[src/rtl/bxcv_pkg.sv]
package bxcv_pkg;

   localparam int unsigned BXCV_WIDTH = 18;

   typedef enum logic {
      EN_ACT_HIGH = 1'b0,
      EN_ACT_LOW  = 1'b1
   } en_pol_e;

   typedef enum logic [1:0] {
      ST_PASS = 2'd0,
      ST_HOLD = 2'd1,
      ST_CAPT = 2'd2
   } stage_mode_e;

   function automatic stage_mode_e pick_mode(input logic le, input logic rise);
      if (le)
         return ST_PASS;
      else if (rise)
         return ST_CAPT;
      else
         return ST_HOLD;
   endfunction

endpackage

[src/rtl/bxcv_hold.sv]
module bxcv_hold #(
   parameter int unsigned W    = 18,
   parameter bit          KEEP = 1'b1
) (
   input  logic         clk,
   input  logic         rst,
   input  logic [W-1:0] pin,
   input  logic [W-1:0] drv,
   output logic [W-1:0] eff
);

   if (W < 1) begin : g_bad_w
      $error("bxcv_hold: W must be at least 1");
   end

   if (KEEP) begin : g_keep
      for (genvar i = 0; i < W; i++) begin : g_bit
         logic kept_q;
         always_ff @(posedge clk) begin
            if (rst)
               kept_q <= 1'b0;
            else if (drv[i])
               kept_q <= pin[i];
         end
         assign eff[i] = drv[i] ? pin[i] : kept_q;
      end
   end else begin : g_nokeep
      logic unused_ok;
      assign unused_ok = clk ^ rst ^ (^drv);
      assign eff       = pin;
   end

endmodule

[src/rtl/bxcv_stage.sv]
module bxcv_stage
   import bxcv_pkg::*;
#(
   parameter int unsigned W = 18
) (
   input  logic         clk,
   input  logic         rst,
   input  logic         le,
   input  logic         strb,
   input  logic [W-1:0] din,
   output logic [W-1:0] dout
);

   if (W < 1) begin : g_bad_w
      $error("bxcv_stage: W must be at least 1");
   end

   logic        strb_q;
   logic        rise;
   logic [W-1:0] mem_q;
   stage_mode_e mode;

   assign rise = strb & ~strb_q;
   assign mode = pick_mode(le, rise);

   always_ff @(posedge clk) begin
      if (rst) begin
         strb_q <= 1'b0;
         mem_q  <= '0;
      end else begin
         strb_q <= strb;
         if (mode != ST_HOLD)
            mem_q <= din;
      end
   end

   assign dout = (mode == ST_PASS) ? din : mem_q;

endmodule

[src/rtl/bxcv_drive.sv]
module bxcv_drive
   import bxcv_pkg::*;
#(
   parameter int unsigned W   = 18,
   parameter en_pol_e     POL = EN_ACT_HIGH
) (
   input  logic         en_pin,
   input  logic [W-1:0] din,
   output logic [W-1:0] dout,
   output logic         oe
);

   if (W < 1) begin : g_bad_w
      $error("bxcv_drive: W must be at least 1");
   end

   if (POL == EN_ACT_LOW) begin : g_low
      assign oe = ~en_pin;
   end else begin : g_high
      assign oe = en_pin;
   end

   assign dout = oe ? din : '0;

endmodule

[src/rtl/bxcv_lane.sv]
module bxcv_lane
   import bxcv_pkg::*;
#(
   parameter int unsigned W    = 18,
   parameter en_pol_e     POL  = EN_ACT_HIGH,
   parameter bit          KEEP = 1'b1
) (
   input  logic         clk,
   input  logic         rst,
   input  logic [W-1:0] pin,
   input  logic [W-1:0] drv,
   input  logic         le,
   input  logic         strb,
   input  logic         en_pin,
   output logic [W-1:0] dout,
   output logic         oe
);

   logic [W-1:0] eff;
   logic [W-1:0] staged;

   bxcv_hold #(.W(W), .KEEP(KEEP)) u_hold (
      .clk (clk),
      .rst (rst),
      .pin (pin),
      .drv (drv),
      .eff (eff)
   );

   bxcv_stage #(.W(W)) u_stage (
      .clk  (clk),
      .rst  (rst),
      .le   (le),
      .strb (strb),
      .din  (eff),
      .dout (staged)
   );

   bxcv_drive #(.W(W), .POL(POL)) u_drive (
      .en_pin (en_pin),
      .din    (staged),
      .dout   (dout),
      .oe     (oe)
   );

endmodule

[src/rtl/bxcv_top.sv]
module bxcv_top
   import bxcv_pkg::*;
#(
   parameter int unsigned W      = BXCV_WIDTH,
   parameter bit          KEEP_A = 1'b1,
   parameter bit          KEEP_B = 1'b1
) (
   input  logic         clk,
   input  logic         rst,
   input  logic [W-1:0] a_in,
   input  logic [W-1:0] a_vld,
   input  logic [W-1:0] b_in,
   input  logic [W-1:0] b_vld,
   input  logic         ab_le,
   input  logic         ab_strb,
   input  logic         ab_en,
   input  logic         ba_le,
   input  logic         ba_strb,
   input  logic         ba_en_n,
   output logic [W-1:0] b_out,
   output logic         b_oe,
   output logic [W-1:0] a_out,
   output logic         a_oe
);

   localparam int unsigned NDIR = 2;

   if (W < 1) begin : g_bad_w
      $error("bxcv_top: W must be at least 1");
   end

   logic [NDIR-1:0][W-1:0] src_pin;
   logic [NDIR-1:0][W-1:0] src_drv;
   logic [NDIR-1:0][W-1:0] dst_dat;
   logic [NDIR-1:0]        le_v;
   logic [NDIR-1:0]        strb_v;
   logic [NDIR-1:0]        en_v;
   logic [NDIR-1:0]        oe_v;

   // index 0 carries A to B, index 1 carries B to A
   assign src_pin[0] = a_in;
   assign src_pin[1] = b_in;
   assign src_drv[0] = a_vld;
   assign src_drv[1] = b_vld;
   assign le_v       = {ba_le, ab_le};
   assign strb_v     = {ba_strb, ab_strb};
   assign en_v       = {ba_en_n, ab_en};

   for (genvar d = 0; d < NDIR; d++) begin : g_dir
      localparam en_pol_e P = (d == 0) ? EN_ACT_HIGH : EN_ACT_LOW;
      localparam bit      K = (d == 0) ? KEEP_A : KEEP_B;
      bxcv_lane #(.W(W), .POL(P), .KEEP(K)) u_lane (
         .clk    (clk),
         .rst    (rst),
         .pin    (src_pin[d]),
         .drv    (src_drv[d]),
         .le     (le_v[d]),
         .strb   (strb_v[d]),
         .en_pin (en_v[d]),
         .dout   (dst_dat[d]),
         .oe     (oe_v[d])
      );
   end

   assign b_out = dst_dat[0];
   assign b_oe  = oe_v[0];
   assign a_out = dst_dat[1];
   assign a_oe  = oe_v[1];

endmodule

[config.mk]
export PLATFORM = sky130hd
export DESIGN_NAME = bxcv_top
export DESIGN_NICKNAME = d
export VERILOG_FILES = /design/src/rtl/bxcv_pkg.sv /design/src/rtl/bxcv_hold.sv /design/src/rtl/bxcv_stage.sv /design/src/rtl/bxcv_drive.sv /design/src/rtl/bxcv_lane.sv /design/src/rtl/bxcv_top.sv
export SDC_FILE = /design/constraint.sdc
export NUM_CORES = 1
export LEC_CHECK = 0
export BUFFER_PORTS_ARGS = -buffer_cell sky130_fd_sc_hd__buf_2
export CELL_PAD_IN_SITES_DETAIL_PLACEMENT = 1
export CELL_PAD_IN_SITES_GLOBAL_PLACEMENT = 2
export CORE_ASPECT_RATIO = 0.6
export CORE_MARGIN = 1
export CORE_UTILIZATION = 26
export DETAILED_ROUTE_END_ITERATION = 10
export PLACE_DENSITY_LB_ADDON = 0.08
export SLEW_MARGIN = 0
export SYNTH_ARGS = -nofsm -noshare
export SYNTH_HDL_FRONTEND = slang
export SYNTH_SLANG_ARGS = --single-unit
[constraint.sdc]
create_clock -name clk -period 1.3 [get_ports clk]
set_clock_uncertainty 0.1 [all_clocks]
set_input_delay 0.13 -clock clk [delete_from_list [all_inputs] [get_ports clk]]
set_output_delay 0.13 -clock clk [all_outputs]
set_load 0.01 [all_outputs]
==> results of run 1 <==
## sequential cells by signal, summed over array words and instances (netlist names)
signal	cells
g_dir.u_lane.u_stage.mem_q	36
g_dir.u_lane.u_hold.g_keep.g_bit.kept_q	36
g_dir.u_lane.u_stage.strb_q	2
## synthesized netlist by cell type
| master | instances | area share, % |
|---|---|---|
| nor2b_1 | 2 | 0.40 |
| nand2b_1 | 2 | 0.40 |
| buf_6 | 5 | 1.8 |
| a221oi_2 | 19 | 9.1 |
| inv_1 | 1 | 0.12 |
| a211oi_1 | 18 | 4.3 |
| a21oi_1 | 18 | 2.9 |
| nor2_1 | 72 | 8.6 |
| a221oi_4 | 1 | 0.84 |
| buf_12 | 1 | 0.64 |
| o21ai_0 | 18 | 2.9 |
| clkbuf_1 | 7 | 0.84 |
| a221oi_1 | 16 | 4.5 |
| dfxtp_1 | 74 | 47 |
| nand2b_4 | 2 | 0.88 |
| mux2i_1 | 36 | 12 |
| buf_2 | 11 | 1.8 |
| buf_4 | 3 | 0.72 |
| buf_1 | 3 | 0.36 |
## cells by family (layout without fill, tap and decap cells)
logic type      Yosys count  after routing  share of synthesized area (%)
flops                    74             74                           47.4
buf+inv                  31            207                           6.24
compound gates           90             90                           24.5
simple gates             78             79                           10.3
mux                      36             36                           11.5
## metal layers
| layer | routed length, µm | track usage, % |
|---|---|---|
| met3 | 549 | 4.84 |
| met5 | 0 | 0 |
| met2 | 4350 | 24.9 |
| met1 | 4860 | 21.3 |
| met4 | 106 | 4.93 |
## critical path: cells and delay by family (launching register included)
family | cells | cell delay (ps)
AO/OA/AOI/OAI | 1 | 240
multiplexers | 1 | 70
flip-flops | 1 | 340
buffers and inverters | 1 | 190
## through the flow
stage / total power, µW / setup slack [ps] / hold slack (ps)
after global placement: 3500 / -4.11 / 271
after global routing: 6780 / -133 / -5.22
after CTS: 6410 / -76.9 / -37.3
after floorplan: 3070 / 104 / 158
after detailed placement: 3510 / -26.4 / 270
final: 6470 / -100 / -27.7
## power groups by stage
stage          logic, µW  clock network, µW  registers [µW]
2_1_floorplan        558                  0            2510
3_3_place_gp         972                  0            2520
3_5_place_dp         987                  0            2530
4_1_cts             1140               2780            2490
5_1_grt             1370               2880            2530
6_report            1260               2700            2510
## cell usage in the layout (no fill, tap or decap), drive strengths merged, types with 2 or more instances in the layout
master | synthesis | layout
buf | 23 | 188
dfxtp | 74 | 74
nor2 | 72 | 72
a221oi | 36 | 36
mux2i | 36 | 36
a21oi | 18 | 18
a211oi | 18 | 18
o21ai | 18 | 18
clkbuf | 7 | 11
nand2b | 4 | 5
nor2b | 2 | 2
clkinv | 0 | 2
bufinv | 0 | 2
dlygate4sd3 | 0 | 2
## final cells by class
| type | instances | share of cell area (%) |
|---|---|---|
| multi-input combinational | 205 | 34.6 |
| inverter | 1 | 0.0742 |
| timing repair buffer | 190 | 24.8 |
| clock inverter | 5 | 1.53 |
| clock buffer | 11 | 4.80 |
| sequential | 74 | 30.2 |
| tap | 160 | 3.96 |
## final timing paths
path | slack [ps] | startpoint | cells after the start | endpoint
min reg2reg | 410 | g_dir[1].u_lane.u_hold.g_keep.g_bit[7].kept_q | 2 | g_dir[1].u_lane.u_hold.g_keep.g_bit[7].kept_q
max | -100 | g_dir[1].u_lane.u_hold.g_keep.g_bit[12].kept_q | 3 | a_out[12]
min | -30 | b_in[7] | 3 | g_dir[1].u_lane.u_hold.g_keep.g_bit[7].kept_q
max reg2reg | 70 | g_dir[1].u_lane.u_stage.strb_q | 3 | g_dir[1].u_lane.u_stage.mem_q[4]
## timing repair
action / in CTS / in global routing
endpoints found under the hold margin: 3 / 1
pin swaps: 20 / 11
resized for setup: 42 / 71
cloned: 0 / 1
buffers inserted: 24 / 13
setup endpoints to repair: 39 / 47
==> results.cfg, run 1 <==
[cts]
clk_latency_ps = 340
cts_tree = built
cts_hold_buf = 2
cts-root-buf = clkbuf_16
clockBufferDepth = 2
cts_max_level = 3
path_clk_slew_ps = 60
cts_buffers = 9
clock_sinks = 74

[grt]
grt_antenna_before_repair = 0
grt-ovfl-total = 0
grt_start_max_net_pins = 34
grt_pass1_wl_mm = 15.2
grt_usage_pct = 16.0
grt_pass1_vias = 2990

[setup_path]
crit_arrival_ps = 1170
cp_slowest_stage_delay_ps = 340
slowest_stage = dfxtp_2
critPathLaunchType = flop
cp_max_fo = 2
criticalPathCategory = reg2out
endpoint_kind = output pin
crit_chain = mux2i_4, a211oi_2, buf_2
worstPathRequired_ps = 1070

[pwr]
p_int_uw = 4820
leakagePower_uw = 0.00218
p_switching_uw = 1650
power_frac_seq_pct = 38.8
switching_share_pct = 25.5
pwr-share-comb_pct = 19.5
p_clk_share_pct = 41.6
irDropWorstVdd_uv = 694
p_per_area_nw_per_um2 = 1280

[route]
dr.pass1.iters = 4
vias = 2982
routed_wl_mm = 9.87
drtAntennaViolNets = 0
viasPerCell = 4.62
wl_per_cell_um = 15.3
drc = 0
drt-initial-drc-count = 59

[sta]
timing.hold.ws_ps = -27.7
max_freq_mhz = 714
tightestPinTransition_ps = 530
setup_violations = 17
rsz0062_at_grt = true
hold_viol_final = 1
finalCritPeriodShare_pct = 108
post-route-min-period_ps = 1400
fin_tns_setup_ps = -493
slew_headroom_pct = 64.6
drv_slew = 0
fin_ws_ps = -100

[layout]
drive_gt1_share_pct = 64.2
fin_util_pct = 44.0
design_area_um2 = 5060
finalNonFillerCells = 646
syn2layout_area_growth_pct = 61.7
fill_cells = 1339
multi_input_area_um2 = 1750
n_antenna_cell = 0
final_nets = 561
register_area_um2 = 1530

[floorplanning]
die_h_um = 86.9
dieArea_um2 = 12500
pin_count = 118
die_w_um = 144
rows = 30
start_util_pct = 27.2
core_um2 = 11500

[placed_design]
place_area_um2 = 4080
place_hpwl_mm = 6.35
globalplace.congestion = 0.675
dp_cells = 590
portBuffers = 117

[min_path]
min_path_type = in2reg

[job]
drv_cap = 0

[logic_synthesis]
synth_warnings = 0
yosysSeqAreaShare_pct = 47.4
syn_inst = 309
synth_area_um2 = 3130
synth_seq_cells = 74
synth.distinct_cells = 19
syn-mean-instance-area_um2 = 10.1
syn_nets = 389

[status]
violations = negative hold slack, negative setup slack
status = finished, violations left
Note: power is estimated with default switching activity, not from simulation.
==> run 2, diff against run 1 <==
Settings changed: ABC_CLOCK_PERIOD_IN_PS set to 1500, CORE_UTILIZATION 26 to 29.
Clock period 1.3 ns to 1.5 ns, I/O delays scaled along.
==> run 2 against run 1 <==
Effect of this change: the run now ends clean; final area is 16% lower; via count is 8.5% lower; power is 21% lower; final cell count is 13% lower; global-route usage is 0.59 points lower; register-to-register slack better by 220 ps; sequential share of layout area is 4.6 points higher; combinational power is 37% lower; critical path depth stayed put; non-clock buffer count is 57 lower; first-iteration DRC count is 110% higher; largest cell class unchanged.
==> results.cfg, run 2 (synthesized netlist as in run 1, its figures left out) <==
[status]
status = completed

[cts]
clk_latency_ps = 320
path_clk_slew_ps = 60
clock_sinks = 74
clockBufferDepth = 2
cts_max_level = 3
post_cts_buffers = 0
cts_buffers = 9
cts_tree = built
cts-root-buf = clkbuf_16

[route]
dr.pass1.iters = 4
drtAntennaViolNets = 0
vias = 2728
drc = 0
drt-initial-drc-count = 126
routed_wl_mm = 8.49
wl_per_cell_um = 15.1
viasPerCell = 4.84

[floorplanning]
rows = 28
core_um2 = 10200
dieArea_um2 = 11200
pin_count = 118
start_util_pct = 30.8
die_h_um = 82.4
die_w_um = 136

[setup_path]
critPathLaunchType = flop
worstPathRequired_ps = 1250
criticalPathCategory = reg2out
r2r_slack_ps = 290
crit_arrival_ps = 1190
endpoint_kind = output pin
cp_max_fo = 3

[placed_design]
portBuffers = 117
dp_cells = 545
place_hpwl_mm = 5.83
place_area_um2 = 3830
globalplace.congestion = 0.673

[sta]
hold_viol_final = 0
post-route-min-period_ps = 1440
slew_headroom_pct = 68.7
rsz0062_at_grt = true
max_freq_mhz = 693
finalCritPeriodShare_pct = 96.2
setup_violations = 0
tightestPinTransition_ps = 470
timing.hold.ws_ps = 6.38
drv_slew = 0

[layout]
layout_commonest_cell = buf_2
drive_gt1_share_pct = 44.4
syn2layout_area_growth_pct = 36.4
final_cell_mix = 117 x buf_2, 74 x dfxtp_1, 72 x nor2_1
finalNonFillerCells = 564
final_nets = 503
top_regs = g_dir.u_lane.u_hold.g_keep.g_bit.kept_q: 36 flops, g_dir.u_lane.u_stage.mem_q: 36 flops, g_dir.u_lane.u_stage.strb_q: 2 flops
design_area_um2 = 4260

[grt]
grt-ovfl-total = 0
grt_pass1_wl_mm = 13.2
grt_usage_pct = 15.4
grt_antenna_before_repair = 1
grt_pass1_vias = 2630
grt_start_max_net_pins = 75

[pwr]
leakagePower_uw = 0.00187
irDropWorstVdd_uv = 598
p_per_area_nw_per_um2 = 1210

[job]
drv_cap = 0

[min_path]
min_path_type = in2reg
[run 2: critical path: stages (launching register included)]
cell and delay (ps):
dfxtp_1 320, mux2i_2 260, a211oi_1 120, buf_2 170
[run 2: per-stage QoR]
stage	total power, µW	setup slack, ps	util [%]	setup TNS [ps]
2_1_floorplan	2660	304	-	0
3_3_place_gp	2930	176	37.7	0
3_5_place_dp	2950	142	37.7	0
4_1_cts	5180	4.71	41.0	0
5_1_grt	5400	-23.8	41.9	-23.8
6_report	5140	57.4	42.0	0
[run 2: power breakdown]
group          total, µW  switching, µW  internal [µW]
Clock               2190            822           1370
Sequential          2150           46.8           2100
Combinational        798            441            357
[run 2: layout make-up]
cell class	count	area [µm²]
antenna	1	2.50
clock buffer	11	253
clock inverter	5	52.6
fill	1197	5900
inverter	1	3.75
multi-input combinational	204	1550
sequential	74	1480
tap	135	169
timing repair buffer	133	748
[run 2: layer usage]
metal	vias to the layer above	track usage (%)	share of wire [%]
met5	-	0	0
met4	0	4.56	0.74
met3	5	5.68	6.2
met2	70	22.6	41
met1	1291	21.0	52
li1	1362	-	-
[run 2: final timing paths]
check | to | depth (start not counted) | startpoint
worst min-delay path | g_dir[1].u_lane.u_hold.g_keep.g_bit[15].kept_q | 3 | b_in[15]
worst min register to register | g_dir[0].u_lane.u_hold.g_keep.g_bit[5].kept_q | 2 | g_dir[0].u_lane.u_hold.g_keep.g_bit[5].kept_q
worst max register to register | g_dir[1].u_lane.u_stage.mem_q[1] | 3 | g_dir[1].u_lane.u_stage.strb_q
worst max-delay path | a_out[13] | 3 | g_dir[1].u_lane.u_hold.g_keep.g_bit[13].kept_q
[run 2: what timing repair did]
action,CTS,global route
endpoints found under the hold margin,2,0
pin swaps,1,5
endpoints found under the setup margin,2,18
resized for setup,2,21
cloned,0,0
hold buffers,2,0
==> run 3, diff against run 2 <==
Settings changed: CORE_MARGIN 1 to 5, MAX_ROUTING_LAYER set to met4, PLACE_DENSITY_LB_ADDON 0.08 to 0.1.
==> run 3 against run 2 <==
Effect of this change: final area rose by 3.6%; critical path depth did not move; first-iteration DRC count down 29%; setup slack lost 9.5 ps; utilization decreased by 0.12 points; largest power group unchanged.
==> results.cfg, run 3 (synthesized netlist as in run 1, its figures left out) <==
[status]
status = completed

[pwr]
p_per_area_nw_per_um2 = 1280
irDropWorstVdd_uv = 560
leakagePower_uw = 0.00189

[grt]
use_met3_pct = 5.19
grt_pass1_vias = 2873
grt_antenna_before_repair = 2
grt-ovfl-total = 0
use_met2_pct = 20.9
grt_usage_pct = 14.2
grt_pass1_wl_mm = 14.5
grt_use_met1_pct = 18.5
grt.busiest_layer = met2
grt_start_max_net_pins = 75

[route]
drc = 0
drtAntennaViolNets = 0
wl_per_cell_um = 15.9
routed_wl_mm = 9.02
dr.pass1.iters = 4
vias = 2750
drt-initial-drc-count = 89
viasPerCell = 4.85

[floorplanning]
die_w_um = 144
rows = 29
dieArea_um2 = 13000
core_um2 = 10600
die_h_um = 90.4
pin_count = 118
start_util_pct = 29.6

[sta]
finalCritPeriodShare_pct = 96.8
drv_slew = 0
setup_violations = 0
fin_tns_setup_ps = 0
post-route-min-period_ps = 1450
max_freq_mhz = 689
tightestPinTransition_ps = 518
fin_ws_ps = 48.0
hold_viol_final = 0
slew_headroom_pct = 65.5

[layout]
final_nets = 501
layout_commonest_cell = buf_2
drive_gt1_share_pct = 46.2
design_area_um2 = 4420
top_regs = g_dir.u_lane.u_hold.g_keep.g_bit.kept_q: 36 flops, g_dir.u_lane.u_stage.mem_q: 36 flops, g_dir.u_lane.u_stage.strb_q: 2 flops
syn2layout_area_growth_pct = 41.3
final_cell_mix = 117 x buf_2, 73 x dfxtp_1, 72 x nor2_1

[cts]
cts_tree = built
cts-root-buf = clkbuf_16
cts_max_level = 3
clk_latency_ps = 330
post_cts_buffers = 0
cts_buffers = 9
clockBufferDepth = 2
clock_sinks = 74
path_clk_slew_ps = 60

[setup_path]
reg2regPathDepth = 3
criticalPathCategory = reg2out
r2r-end = g_dir[1].u_lane.u_hold.g_keep.g_bit[12].kept_q
worstPathRequired_ps = 1250
crit_arrival_ps = 1200
cp_max_fo = 3
critPathLaunchType = flop
r2r_slack_ps = 80
r2r_start = g_dir[1].u_lane.u_hold.g_keep.g_bit[12].kept_q
endpoint_kind = output pin

[placed_design]
place_ws_ps = 228
place_hpwl_mm = 6.14
place_area_um2 = 3810
portBuffers = 117
globalplace.congestion = 0.672

[min_path]
min_path_type = in2reg
min_from = b_in[6]
hold_end = g_dir[1].u_lane.u_hold.g_keep.g_bit[6].kept_q
worstHoldPathCells = 3

[job]
drv_cap = 0
## run 3: final cells by class
class                   count  area, µm²
multi-input cells         204       1650
fillers                  1204       6140
clock buffers              11        243
diodes                      2       5.00
well taps                 139        174
flip-flops and latches     74       1480
repair buffers            131        736
clock inverters             5        125
inverters                   1       3.75
## run 3: metrics by stage
stage | utilization (%) | hold slack [ps] | power [µW] | std cells
after global routing | 41.9 | 0.704 | 5920 | 567
after CTS | 40.3 | 2.60 | 5680 | 564
final | 41.9 | 3.61 | 5650 | 567
after global placement | 36.1 | 281 | 2930 | 546
after detailed placement | 36.1 | 287 | 2950 | 546
after floorplan | - | 178 | 2660 | 309
## run 3: critical path, cell delays in order, from the launching register on
cell and delay [ps]:
dfxtp_2 360, mux2i_4 90, a211oi_2 250, buf_2 170
## run 3: layer usage
layer	part of all wire [%]	up-vias
met5	0	-
met4	0.99	0
met2	44	67
li1	-	1355
met1	49	1319
met3	6.8	9
## run 3: repair_timing
action                                 4_1_cts  5_1_grt
pin swaps                                    0        6
hold buffers                                 2        1
endpoints found under the hold margin        2        1
resized for setup                            9       31
setup endpoints to repair                    5       21
## run 3: worst max path at each step
stage	from	to	slack, ps
after global placement	ba_le	a_out[16]	210
after floorplan	g_dir[0].u_lane.u_stage.strb_q	g_dir[0].u_lane.u_stage.mem_q[7]	300
final	g_dir[1].u_lane.u_hold.g_keep.g_bit[16].kept_q	a_out[16]	50
after CTS	g_dir[1].u_lane.u_hold.g_keep.g_bit[10].kept_q	a_out[10]	0.2
after detailed placement	ba_le	g_dir[1].u_lane.u_stage.mem_q[3]	230
after global routing	g_dir[1].u_lane.u_hold.g_keep.g_bit[12].kept_q	a_out[12]	-10
## run 3: power by group
| part | internal (µW) | total (µW) | switching [µW] |
|---|---|---|---|
| combinational | 374 | 834 | 460 |
| clock | 1840 | 2660 | 821 |
| sequential | 2110 | 2160 | 51.8 |
